File: src/rtl/csio_pkg.sv
package csio_pkg;
  localparam int BUS_W = 8;

  typedef struct packed {
    logic loadTx;   // copy data register into shifter
    logic txBit;    // present next transmit bit
    logic rxBit;    // sample rxd into shifter
    logic rxDone;   // last receive sample, commit byte
    logic txEnd;    // return txd to idle level
  } csioStrobe_t;
endpackage

File: src/rtl/csio_ctrl.sv
module csio_ctrl
  import csio_pkg::*;
#(
  parameter int BASE_DIV = 20
) (
  input  logic             clk,
  input  logic             rstN,
  input  logic             ioStop,
  input  logic             ctrlWr,
  input  logic             dataAcc,
  input  logic [BUS_W-1:0] wdata,
  input  logic             ckIn,
  output logic [BUS_W-1:0] ctrlRd,
  output csioStrobe_t      strb,
  output logic             ckOut,
  output logic             ckOe,
  output logic             irq
);
  localparam int HALF_BASE = BASE_DIV / 2;
  localparam int HALF_MAX  = HALF_BASE << 6;
  localparam int DIV_W     = $clog2(HALF_MAX + 1);
  localparam int CNT_W     = $clog2(BUS_W);
  localparam logic [2:0] SS_EXT = 3'b111;

  logic             teQ, reQ, eieQ, endFlagQ, sclkQ;
  logic [2:0]       ssQ;
  logic [DIV_W-1:0] divCnt;
  logic [CNT_W-1:0] bitCnt;
  logic [2:0]       ckSync;
  logic active, intMode, wantTe, wantRe, startTx, startRx, tick;
  logic extFall, extRise, fallStb, riseStb, lastRise;

  function automatic logic [DIV_W-1:0] halfOf(input logic [2:0] s);
    return DIV_W'(HALF_BASE) << s;
  endfunction

  assign active   = teQ | reQ;
  assign intMode  = (ssQ != SS_EXT);
  assign wantTe   = wdata[4] & ~wdata[5];
  assign wantRe   = wdata[5] & ~wdata[4];
  assign startTx  = ctrlWr & ~ioStop & wantTe & ~teQ;
  assign startRx  = ctrlWr & ~ioStop & wantRe & ~reQ;
  assign tick     = intMode && (divCnt == '0);
  assign extFall  = ckSync[2] & ~ckSync[1];
  assign extRise  = ~ckSync[2] & ckSync[1];
  assign fallStb  = active & ~ioStop & (intMode ? (tick & sclkQ) : extFall);
  assign riseStb  = active & ~ioStop & (intMode ? (tick & ~sclkQ) : extRise);
  assign lastRise = riseStb && (bitCnt == CNT_W'(BUS_W - 1));

  always_ff @(posedge clk) begin
    if (!rstN) ckSync <= 3'b111;
    else       ckSync <= {ckSync[1:0], ckIn};
  end

  always_ff @(posedge clk) begin
    if (!rstN) begin
      teQ      <= 1'b0;
      reQ      <= 1'b0;
      eieQ     <= 1'b0;
      endFlagQ <= 1'b0;
      ssQ      <= SS_EXT;
      sclkQ    <= 1'b1;
      divCnt   <= '0;
      bitCnt   <= '0;
    end else begin
      if (ctrlWr) begin
        ssQ  <= wdata[2:0];
        eieQ <= wdata[6];
      end
      if (ioStop) begin
        teQ <= 1'b0;
        reQ <= 1'b0;
      end else if (ctrlWr) begin
        teQ <= wantTe;
        reQ <= wantRe;
      end else if (lastRise) begin
        teQ <= 1'b0;
        reQ <= 1'b0;
      end
      if (lastRise)     endFlagQ <= 1'b1;
      else if (dataAcc) endFlagQ <= 1'b0;
      if (startTx || startRx) begin
        divCnt <= halfOf(wdata[2:0]) - 1'b1;
        sclkQ  <= 1'b1;
        bitCnt <= '0;
      end else if (ioStop || !active) begin
        sclkQ <= 1'b1;
      end else begin
        if (riseStb) bitCnt <= bitCnt + 1'b1;
        if (intMode) begin
          if (tick) begin
            divCnt <= halfOf(ssQ) - 1'b1;
            sclkQ  <= ~sclkQ;
          end else begin
            divCnt <= divCnt - 1'b1;
          end
        end
      end
    end
  end

  assign ctrlRd      = {endFlagQ, eieQ, reQ, teQ, 1'b0, ssQ};
  assign ckOut       = intMode ? sclkQ : 1'b1;
  assign ckOe        = intMode;
  assign irq         = endFlagQ & eieQ;
  assign strb.loadTx = startTx;
  assign strb.txBit  = fallStb & teQ;
  assign strb.rxBit  = riseStb & reQ;
  assign strb.rxDone = lastRise & reQ;
  assign strb.txEnd  = ioStop | (lastRise & teQ) | (ctrlWr & teQ & ~wantTe);


  one_direction_chk: assert property (@(posedge clk) disable iff (!rstN)
    !(teQ && reQ));

  stop_clears_chk: assert property (@(posedge clk) disable iff (!rstN)
    ioStop |=> (!teQ && !reQ && sclkQ));

  end_sets_flag_chk: assert property (@(posedge clk) disable iff (!rstN)
    (lastRise && !ctrlWr && !ioStop) |=> (endFlagQ && !teQ && !reQ));

  idle_clk_high_chk: assert property (@(posedge clk) disable iff (!rstN)
    !active |=> sclkQ);
endmodule

File: src/rtl/csio_datapath.sv
module csio_datapath
  import csio_pkg::*;
(
  input  logic             clk,
  input  logic             rstN,
  input  csioStrobe_t      strb,
  input  logic             dataWr,
  input  logic [BUS_W-1:0] wdata,
  input  logic             rxd,
  output logic [BUS_W-1:0] dataRd,
  output logic             txd
);
  logic [BUS_W-1:0] dataQ, shiftQ, rxNext;
  logic             txdQ;

  assign rxNext = {rxd, shiftQ[BUS_W-1:1]};

  always_ff @(posedge clk) begin
    if (!rstN) begin
      dataQ  <= '0;
      shiftQ <= '0;
      txdQ   <= 1'b1;
    end else begin
      if (strb.rxDone)  dataQ <= rxNext;
      else if (dataWr)  dataQ <= wdata;
      if (strb.loadTx)     shiftQ <= dataQ;
      else if (strb.txBit) shiftQ <= shiftQ >> 1;
      else if (strb.rxBit) shiftQ <= rxNext;
      if (strb.txEnd || strb.loadTx) txdQ <= 1'b1;
      else if (strb.txBit)           txdQ <= shiftQ[0];
    end
  end

  assign dataRd = dataQ;
  assign txd    = txdQ;


  single_shift_dir_chk: assert property (@(posedge clk) disable iff (!rstN)
    $onehot0({strb.txBit, strb.rxBit}));

  rxdone_on_edge_chk: assert property (@(posedge clk) disable iff (!rstN)
    strb.rxDone |-> strb.rxBit);
endmodule

File: src/rtl/csio_port.sv
module csio_port
  import csio_pkg::*;
#(
  parameter int              BASE_DIV  = 20,
  parameter int              ADDR_W    = 8,
  parameter logic [ADDR_W-1:0] CTRL_ADDR = 'h0A,
  parameter logic [ADDR_W-1:0] DATA_ADDR = 'h0B
) (
  input  logic              clk,
  input  logic              rstN,
  input  logic              ioStop,
  input  logic [ADDR_W-1:0] busAddr,
  input  logic              busWr,
  input  logic              busRd,
  input  logic [7:0]        busWdata,
  output logic [7:0]        busRdata,
  input  logic              ckIn,
  output logic              ckOut,
  output logic              ckOe,
  output logic              txd,
  input  logic              rxd,
  output logic              irq
);
  logic        selCtrl, selData, ctrlWr, dataWr, dataAcc;
  logic [7:0]  ctrlRd, dataRd;
  csioStrobe_t strb;

  assign selCtrl = (busAddr == CTRL_ADDR);
  assign selData = (busAddr == DATA_ADDR);
  assign ctrlWr  = busWr & selCtrl;
  assign dataWr  = busWr & selData;
  assign dataAcc = (busWr | busRd) & selData;

  csio_ctrl #(.BASE_DIV(BASE_DIV)) u_ctrl (
    .clk(clk), .rstN(rstN), .ioStop(ioStop), .ctrlWr(ctrlWr),
    .dataAcc(dataAcc), .wdata(busWdata), .ckIn(ckIn), .ctrlRd(ctrlRd),
    .strb(strb), .ckOut(ckOut), .ckOe(ckOe), .irq(irq)
  );

  csio_datapath u_dp (
    .clk(clk), .rstN(rstN), .strb(strb), .dataWr(dataWr),
    .wdata(busWdata), .rxd(rxd), .dataRd(dataRd), .txd(txd)
  );

  always_comb begin
    if (selCtrl)      busRdata = ctrlRd;
    else if (selData) busRdata = dataRd;
    else              busRdata = '0;
  end
endmodule

File: config.mk
export PLATFORM = sky130hd
export DESIGN_NAME = csio_port
export DESIGN_NICKNAME = d
export VERILOG_FILES = /design/src/rtl/csio_pkg.sv /design/src/rtl/csio_ctrl.sv /design/src/rtl/csio_datapath.sv /design/src/rtl/csio_port.sv
export SDC_FILE = /design/constraint.sdc
export NUM_CORES = 1
export LEC_CHECK = 0
export ABC_AREA = 1
export BUFFER_PORTS_ARGS = -buffer_cell sky130_fd_sc_hd__buf_2
export CORE_UTILIZATION = 35
export CTS_CLUSTER_DIAMETER = 80
export DETAILED_ROUTE_END_ITERATION = 8
export SYNTH_ARGS = -nofsm -noshare
export SYNTH_HDL_FRONTEND = slang
export SYNTH_SLANG_ARGS = --single-unit
File: constraint.sdc
create_clock -name clk -period 2.15 [get_ports clk]
set_clock_uncertainty 0.1 [all_clocks]
set_input_delay 0.215 -clock clk [delete_from_list [all_inputs] [get_ports clk]]
set_output_delay 0.215 -clock clk [all_outputs]
set_load 0.05 [all_outputs]
==> metrics list, run 1 <==
- The run finished with clean final reports.
- DRT Wirelength: 7330 µm
- In this run, synthesis inferred 0 flip-flops with an integrated enable.
- The worst hold path belongs to the class in -> reg.
* Ordered list of cells on the worst path: nor2_1 -> nand4_4 -> buf_4 -> nand3_1 -> ha_1 -> nand3_1 -> nor2_2 -> nand3_1 -> nand2_1 -> nand3_1 -> nand2_1 -> inv_1
- P_leak: 0.00157 µW
* Synth Area in XOR/XNOR: 0%
- Number of buffers created by CTS: 5
* Clock insertion delay at the later pin of the skew report: 0.31 ns
- Area leader, netlist: sky130_fd_sc_hd__dfxtp_1
- Number of antenna violations at the first check in global routing: 0
- The floorplan has 31 rows.
* Utilization of the core after routing: 44.0%
* Async SR Flop Fraction: 0%
- In this run the worst setup path begins at u_ctrl.teQ.
* Number of storage elements in the synthesis netlist: 41
- X dimension of the die: 88.7 µm
- Largest net degree at the start of global routing: 25
- The critical path contains buffers and inverters numbering 2 combined.
* Data required, critical path: 2.26 ns
- # placed instances: 552
- First-pass iteration count of the detailed router: 4
- Of the cells placed in the final design, the portion with a size suffix greater than 1 is 24.1%.
* Simple logic cell fraction of the synthesized area: 34.6%
- Post-synthesis sequential area ratio: 31.2%
* Worst hold-check slack: 0.0586 ns
- Measured in cells, the most critical reg-to-reg path has a length of 12.
- Along the worst path, the maximum fanout reaches 15.
- Non-Filler Cell Area, Final: 0.00319 mm²
- Pre-CTS setup slack: 0.0142 ns
- In the post-route analysis, the smallest setup slack over all paths is 0.168 ns.
- Delay-heaviest family, CP: simple AND/OR/NAND/NOR gates
- The largest individual stage delay along the critical path comes from the cell sky130_fd_sc_hd__dfxtp_1.
* Share of the synthesized area in compound gates (AO/OA/AOI/OAI): 20.1%
- For this run, the slowest stage of the critical path takes 0.35 ns.
* Number of antenna-violating nets in the routed design: 0
* R2R setup slack: 0.17 ns
- Slew at the pin with the worst max-slew slack: 0.465 ns
* Element type at the critical path start: flip-flop
* Number of max-cap violations: 0
* Standard cell area after detailed placement: 0.00300 mm²
* Count of unique library cells instantiated by Yosys: 35
- Summing the areas of all fa, ha and maj instances in the mapped netlist gives 1.43% of the synthesized area.
- At the worst endpoint, the arrival time is 2.09 ns.
* Floorplan die area: 0.00786 mm²
- Diode insertion count for antenna repair: 0
- After synthesis, the largest area contributor takes up 31.2% of total cell area.
- Worst reg2reg endpoint: u_ctrl.divCnt[8]
- Maximum number of buffers from clock root to sink: 2
- Clock root buffer master: sky130_fd_sc_hd__clkbuf_8
* Die height: 88.7 µm
* Starting density of the core: 36.2%
- Total number of nets in the final design: 493
* Final HPWL from detailed placement: 5610 µm
- Setup Viol. Count Final: 0
- In this run the cell area of the synthesized design comes to 0.00263 mm².
* Core region area: 0.00725 mm²
* DRC viols: 0
* Vias post-DR: 2,744
- List of most frequent post-synthesis cells: 90 x sky130_fd_sc_hd__nand2_1, 57 x sky130_fd_sc_hd__inv_1, 54 x sky130_fd_sc_hd__nor2_1, 41 x sky130_fd_sc_hd__dfxtp_1, 40 x sky130_fd_sc_hd__o21ai_0
* Reg2reg start: u_ctrl.teQ
* Most Frequent Cell on Critical Path: sky130_fd_sc_hd__nand3_1
- Area Overhead vs Synth: 21.5%
- Count of H-tree levels built during CTS: 2
- In the final routed layout, each cell accounts on average for 12.9 µm.
* Max-slew headroom: 68.9%
- Largest cells by area after synthesis: sky130_fd_sc_hd__dfxtp_1 31%, sky130_fd_sc_hd__nand2_1 13%, sky130_fd_sc_hd__inv_1 8.1%
- Final weighted congestion of routability-driven global placement: 0.883
* Ratio of routed vias to standard cells: 4.84
* Leading register cell type out of synthesis: sky130_fd_sc_hd__dfxtp_1
* Number of top-level pins: 35
* Proportion of synthesized area in mux cells: 0%
- Power density of the placed cells: 434 mW/mm²
* Initial drt markers: 239
- In this run the number of cells on the critical path is 12.
* Mean cell area of the mapped netlist: 6.40 µm²
* Number of filler cells placed in the layout: 787
- Synth warnings: 0
- In this run the worst setup path terminates at u_ctrl.divCnt[8].
* Global-route wire length before repair: 11,900 µm
* Clock Pin Slew Worst Setup and Hold Paths: 0.09 ns
- The worst path in the final design needs a cycle of 1.98 ns, including I/O delays and setup.
- Timing-limited maximum frequency: 504 MHz
* Total global routing track utilization: 19.8%
- The number of endpoints with negative hold slack in the final report was 0.
- STA classifies the critical path endpoint as a flip-flop.
* Fin crit share: 92.2%
* Via count of the first global-routing pass: 2,466
* Post-synth net total: 437
- Overflow left after global routing: 0
* Clock tree from TritonCTS: done
* Port Buf Inserts: 34
* Final cell count without fillers: 567
- Count of pins over their slew limit: 0
* Type of the setup path with the least slack: reg -> reg
* Peak ir drop on the vdd network: 0.000194 V
- By area, the combinational part of the netlist is dominated by simple AND/OR/NAND/NOR gates.
- Synthesis handed over a netlist of 411 instances.
* Most used standard cell by instance count after synthesis: sky130_fd_sc_hd__nand2_1
- Clock tree synthesis found a total of 41 sinks.
## worst reg2reg max path, stage by stage (launching register included)
cell and delay, ns:
sky130_fd_sc_hd__dfxtp_1 0.35, sky130_fd_sc_hd__nor2_1 0.21, sky130_fd_sc_hd__nand4_4 0.14, sky130_fd_sc_hd__buf_4 0.22
sky130_fd_sc_hd__nand3_1 0.11, sky130_fd_sc_hd__ha_1 0.17, sky130_fd_sc_hd__nand3_1 0.11, sky130_fd_sc_hd__nor2_2 0.17
sky130_fd_sc_hd__nand3_1 0.09, sky130_fd_sc_hd__nand2_1 0.07, sky130_fd_sc_hd__nand3_1 0.06, sky130_fd_sc_hd__nand2_1 0.06
sky130_fd_sc_hd__inv_1 0.03
## cell usage in the layout, fill, tap and decap left out, drive strengths merged, types with 3 or more instances in the layout
master	count
nand2	99
nor2	62
buf	62
inv	61
o21ai	48
dfxtp	41
nand3	29
a21oi	24
a31oi	9
o22ai	6
clkbuf	6
or2	4
ha	3
nand4	3
clkinv	3
## layer usage
layer / share of wire [%] / vias to the layer above / GRT usage (%)
met5: 0 / - / 0
met4: 0.97 / 0 / 5.72
li1: - / 1436 / -
met3: 3.9 / 6 / 2.99
met1: 50 / 1242 / 27.2
met2: 45 / 60 / 32.0
## area by class of cell
cell class	count	area, µm²	share of cell area [%]
multi-input combinational	294	1520	47.5
sequential	41	823	25.8
timing repair buffer	64	410	12.9
inverter	61	229	7.17
tap	99	124	3.88
clock buffer	5	68.8	2.16
clock inverter	3	22.5	0.705
## power breakdown
part           switching [µW]  leakage (µW)  internal, µW  total, µW
Clock                     304     0.0000481           231        535
Combinational            57.2       0.00119          32.2       89.3
Sequential               1.07      0.000331           761        762
## how the worst min path moves through the flow
stage / start / end / slack, ns / cells after the start
floorplan: ckIn / u_ctrl.ckSync[0] / 0.22 / 1
global placement: u_ctrl.ckSync[0] / u_ctrl.ckSync[1] / 0.30 / 1
detailed placement: u_ctrl.ckSync[0] / u_ctrl.ckSync[1] / 0.30 / 1
CTS: rxd / u_dp.dataRd[7] / 0.06 / 3
global route: rxd / u_dp.dataRd[7] / 0.08 / 3
finish: rxd / u_dp.dataRd[7] / 0.06 / 3
## what timing repair did
item | in CTS | in global routing
hold buffers | 1 | 0
endpoints found under the hold margin | 1 | 0
endpoints found under the setup margin | 0 | 20
gates resized for setup | 0 | 13
buffers inserted | 0 | 6
## kinds of logic (layout without fill, tap and decap cells)
| logic type | count (synthesis) | after routing |
|---|---|---|
| and+or+nand+nor | 198 | 198 |
| adders and majority gates | 3 | 3 |
| DFF | 41 | 41 |
| buffers and inverters | 76 | 133 |
| AOI/OAI and AO/OA | 93 | 93 |
## per-stage QoR
step           total power [µW]  TNS [ns]
2_1_floorplan               825         0
3_3_place_gp                867         0
3_5_place_dp                867         0
4_1_cts                    1400         0
5_1_grt                    1440  -0.00828
6_report                   1390         0
## state kept, by name (all words and copies together) (netlist names), 3 cells and up
register and flops:
u_ctrl.bitCnt 3, u_ctrl.ssQ 3, u_dp.shiftQ 8, u_ctrl.divCnt 10, u_ctrl.ckSync 3, u_dp.dataRd 8
(Power assumes the default switching activity.)
==> run 2: changes to the inputs <==
Settings changed: MAX_ROUTING_LAYER from default to met4.
Clock period 2.15 ns to 2.48 ns, I/O delays scaled along.
==> run 2 against run 1 <==
Non-clock buffer count fell by 22. Cell count shrank 3.9%. Core utilization down 2.7 points. Routed wire length down 4.8%. Sequential share of layout area is 1.6 points higher. Sequential cell count unchanged. Critical endpoint is now u_dp.dataRd[4].
==> metrics list, run 2 (same netlist as run 1, synthesis figures left out) <==
- Result of the run: finished clean
* DRC viols: 0 (unchanged)
* Overflow left after global routing: 0 (unchanged)
- Maximum number of buffers from clock root to sink: 2 (unchanged)
- The internal power is 1010 µW (-1.1%).
* Fin crit share: 89.0% (-3.2 points)
* Post-CTS setup-driven buffer insertion count: 0 (unchanged)
- Proportion of total power due to net switching: 22.2% (-3.9 points)
* Number of flip-flops in the largest register: 10 (unchanged)
- Setup repair after global routing left no endpoint under its margin.
- Post-route minimum period: 2.21 ns (+0.225 ns)
* Top fanout value on the critical path: 8 (-7)
- Layout cells sized above 1: 18.8% (-5.3 points)
- Walking the worst path, the cells encountered are nand3_4 -> nand2_1 -> inv_2 -> nand2_2 -> inv_2 -> nand2_2 -> nand2_2 -> nand2_4 -> nor2_4 -> nand2_1 -> inv_1 -> o21ai_0 -> nor2_1.
* Power density of the placed cells: 434 mW/mm² (about the same)
- The final instance area came to 0.00300 mm² (-6.1%).
* Slew at the pin with the worst max-slew slack: 0.512 ns (+0.0465 ns)
- In the layout the commonest cells are 90 x sky130_fd_sc_hd__nand2_1, 57 x sky130_fd_sc_hd__inv_1, 54 x sky130_fd_sc_hd__nor2_1, 40 x sky130_fd_sc_hd__o21ai_0, 40 x sky130_fd_sc_hd__dfxtp_1.
- Floorplan die area: 0.00786 mm² (unchanged)
* Data required, critical path: 2.57 ns (+0.31 ns)
- The fraction of power consumed by sequential logic was 50.8% (-4.2 points).
* Total number of nets in the final design: 471 (-4.5%)
- Core region area: 0.00725 mm² (unchanged)
- Hold-fix buffers, CTS: 0 (-1)
- The number of antenna violations at the first check in global routing came to 0 (unchanged).
- Data arrival time of the worst path: 2.30 ns (+0.21 ns)
- Number of antenna-violating nets in the routed design: 0 (unchanged)
* Delay-heaviest family, CP: simple AND/OR/NAND/NOR gates
- The number of endpoints with negative hold slack in the final report was 0 (unchanged).
- The detailed placement HPWL was 5470 µm (-2.6%).
* Register name with the most flops: u_ctrl.divCnt
- The largest net degree at the start of global routing is 25 (unchanged).
- The count of pins on the block boundary was 35 (unchanged).
* Starting density of the core: 36.2% (unchanged)
- The clock-pin slew on the worst setup and hold paths came to 0.08 ns (about the same).
- Number of buffers created by CTS: 5 (unchanged)
* X dimension of the die: 88.7 µm (unchanged)
- Clock insertion delay at the later pin of the skew report: 0.30 ns (about the same)
- Most common library cell in the layout ignoring fill and taps: sky130_fd_sc_hd__nand2_1
- Endpoint kind of the worst setup timing path: flip-flop
* Net Sw Power: 289 µW (-20%)
- Clock tree from TritonCTS: done
- Area Overhead vs Synth: 14.1%
* Setup Viol. Count Final: 0 (unchanged)
* Slowest CP cell: sky130_fd_sc_hd__dfxtp_1
* Final weighted congestion of routability-driven global placement: 0.877 (-0.74%)
- Timing-limited maximum frequency: 453 MHz (-10%)
- The max-slew headroom at the worst pin came to 65.8% (-3.2 points).
- The max-cap check violation count was 0 (unchanged).
* Total global routing track utilization: 20.3% (+0.55 points)
- Part of the power in the clock network: 43.6% (+5.0 points)
* Vias post-DR: 2,671 (-2.7%)
- The number of rows created at floorplan came to 31 (unchanged).
* First-pass iteration count of the detailed router: 5 (+1)
- Peak ir drop on the vdd network: 0.000188 V (-3.1%)
- The worst setup path is of the reg -> reg kind.
- Via count of the first global-routing pass: 2,426 (-1.6%)
- Element type at the critical path start: flip-flop
- The total wire length is 6980 µm (-4.8%).
- The count of buffering cells on the critical path with inverters included was 3 (+1).
- The H-tree depth came to 2 (unchanged).
- The global-route wire length before repair came to 11,900 µm (-0.40%).
- Most Frequent Cell on Critical Path: sky130_fd_sc_hd__nand2_2
- Delay of the slowest cell on the worst path: 0.51 ns (+0.16 ns)
- Port Buf Inserts: 34 (unchanged)
- The CTS sink count was 41 (unchanged).
- The final number of max-transition violations is 0 (unchanged).
- Standard cell area after detailed placement: 0.00288 mm² (-4.2%)
- Hold WC Path Type: in -> reg
- Logic pwr share: 5.6% (-0.8 points)
- The final core area utilization was 41.3% (-2.7 points).
- Initial drt markers: 204 (-15%)
- Diode insertion count for antenna repair: 0 (unchanged)
- The total leakage power is 0.00146 µW (-7.0%).
- In this run the clock root is driven by a sky130_fd_sc_hd__clkbuf_8.
- The die height came to 88.7 µm (unchanged).
- WL/cell: 12.8 µm (-0.95%)
- Ratio of routed vias to standard cells: 4.90 (+1.3%)
- Accumulated negative setup slack: 0 ns (unchanged)
run 2: changes by cell type in the layout (fill, tap and decap cells not counted), moves of 2 or more:
| cell | delta |
|---|---|
| sky130_fd_sc_hd__nand2_2 | -2 |
| sky130_fd_sc_hd__buf_4 | -19 |
| sky130_fd_sc_hd__clkinv_4 | -2 |
| sky130_fd_sc_hd__o21ai_0 | +2 |
| sky130_fd_sc_hd__o21ai_1 | -2 |
| sky130_fd_sc_hd__nand2_1 | +2 |
run 2: area by class of cell:
cell class,instances,area (µm²)
clock inverters,2,37.5
repair buffers,42,230
clock buffers,6,82.6
inverters,61,229
well taps,99,124
fillers,811,4250
multi-input cells,294,1470
flip-flops and latches,41,822
run 2: per-stage QoR:
stage,hold WS [ns],instances,worst slack (ns),total power (µW)
after detailed placement,0.311,537,0.224,749
after floorplan,0.255,411,0.237,715
after global routing,0.0312,545,0.00613,1360
after global placement,0.304,537,0.277,749
after CTS,0.0328,545,0.252,1320
final,0.0342,545,0.273,1300
run 2: worst paths after layout:
check | slack [ns] | to | cells after the start | start
max | 0.27 | u_dp.dataRd[4] | 13 | u_ctrl.ssQ[2]
min reg2reg | 0.32 | u_ctrl.ckSync[1] | 1 | u_ctrl.ckSync[0]
min | 0.03 | u_ctrl.ckSync[0] | 2 | ckIn
max reg2reg | 0.27 | u_dp.dataRd[4] | 13 | u_ctrl.ssQ[2]
run 2: power groups by stage:
| stage | combinational, µW | clock, µW | sequential, µW |
|---|---|---|---|
| after floorplan | 38.8 | 0 | 676 |
| after global placement | 72.1 | 0 | 677 |
| after detailed placement | 72.3 | 0 | 677 |
| after CTS | 72.6 | 582 | 661 |
| after global routing | 81.8 | 613 | 662 |
| final | 72.9 | 568 | 661 |
run 2: repair_timing:
item / 4_1_cts / 5_1_grt
setup endpoints to repair: 0 / 1
gates resized for setup: 0 / 1
endpoints found under the hold margin: 0 / 0
run 2: worst register-to-register path: cells and delay by family, from the launching register on:
family	cells	cell delay [ns]
compound gates	1	0.20
flops	1	0.51
simple gates	9	1.00
buf+inv	3	0.30
run 2: routing by layer:
metal  vias to the layer above  track usage [%]  wire length (µm)
met5                         -                -                 0
met4                         0             5.87               111
met3                        11             2.33               225
met2                        61             31.9              3190
met1                      1209             27.4              3450
li1                       1390                -                 -
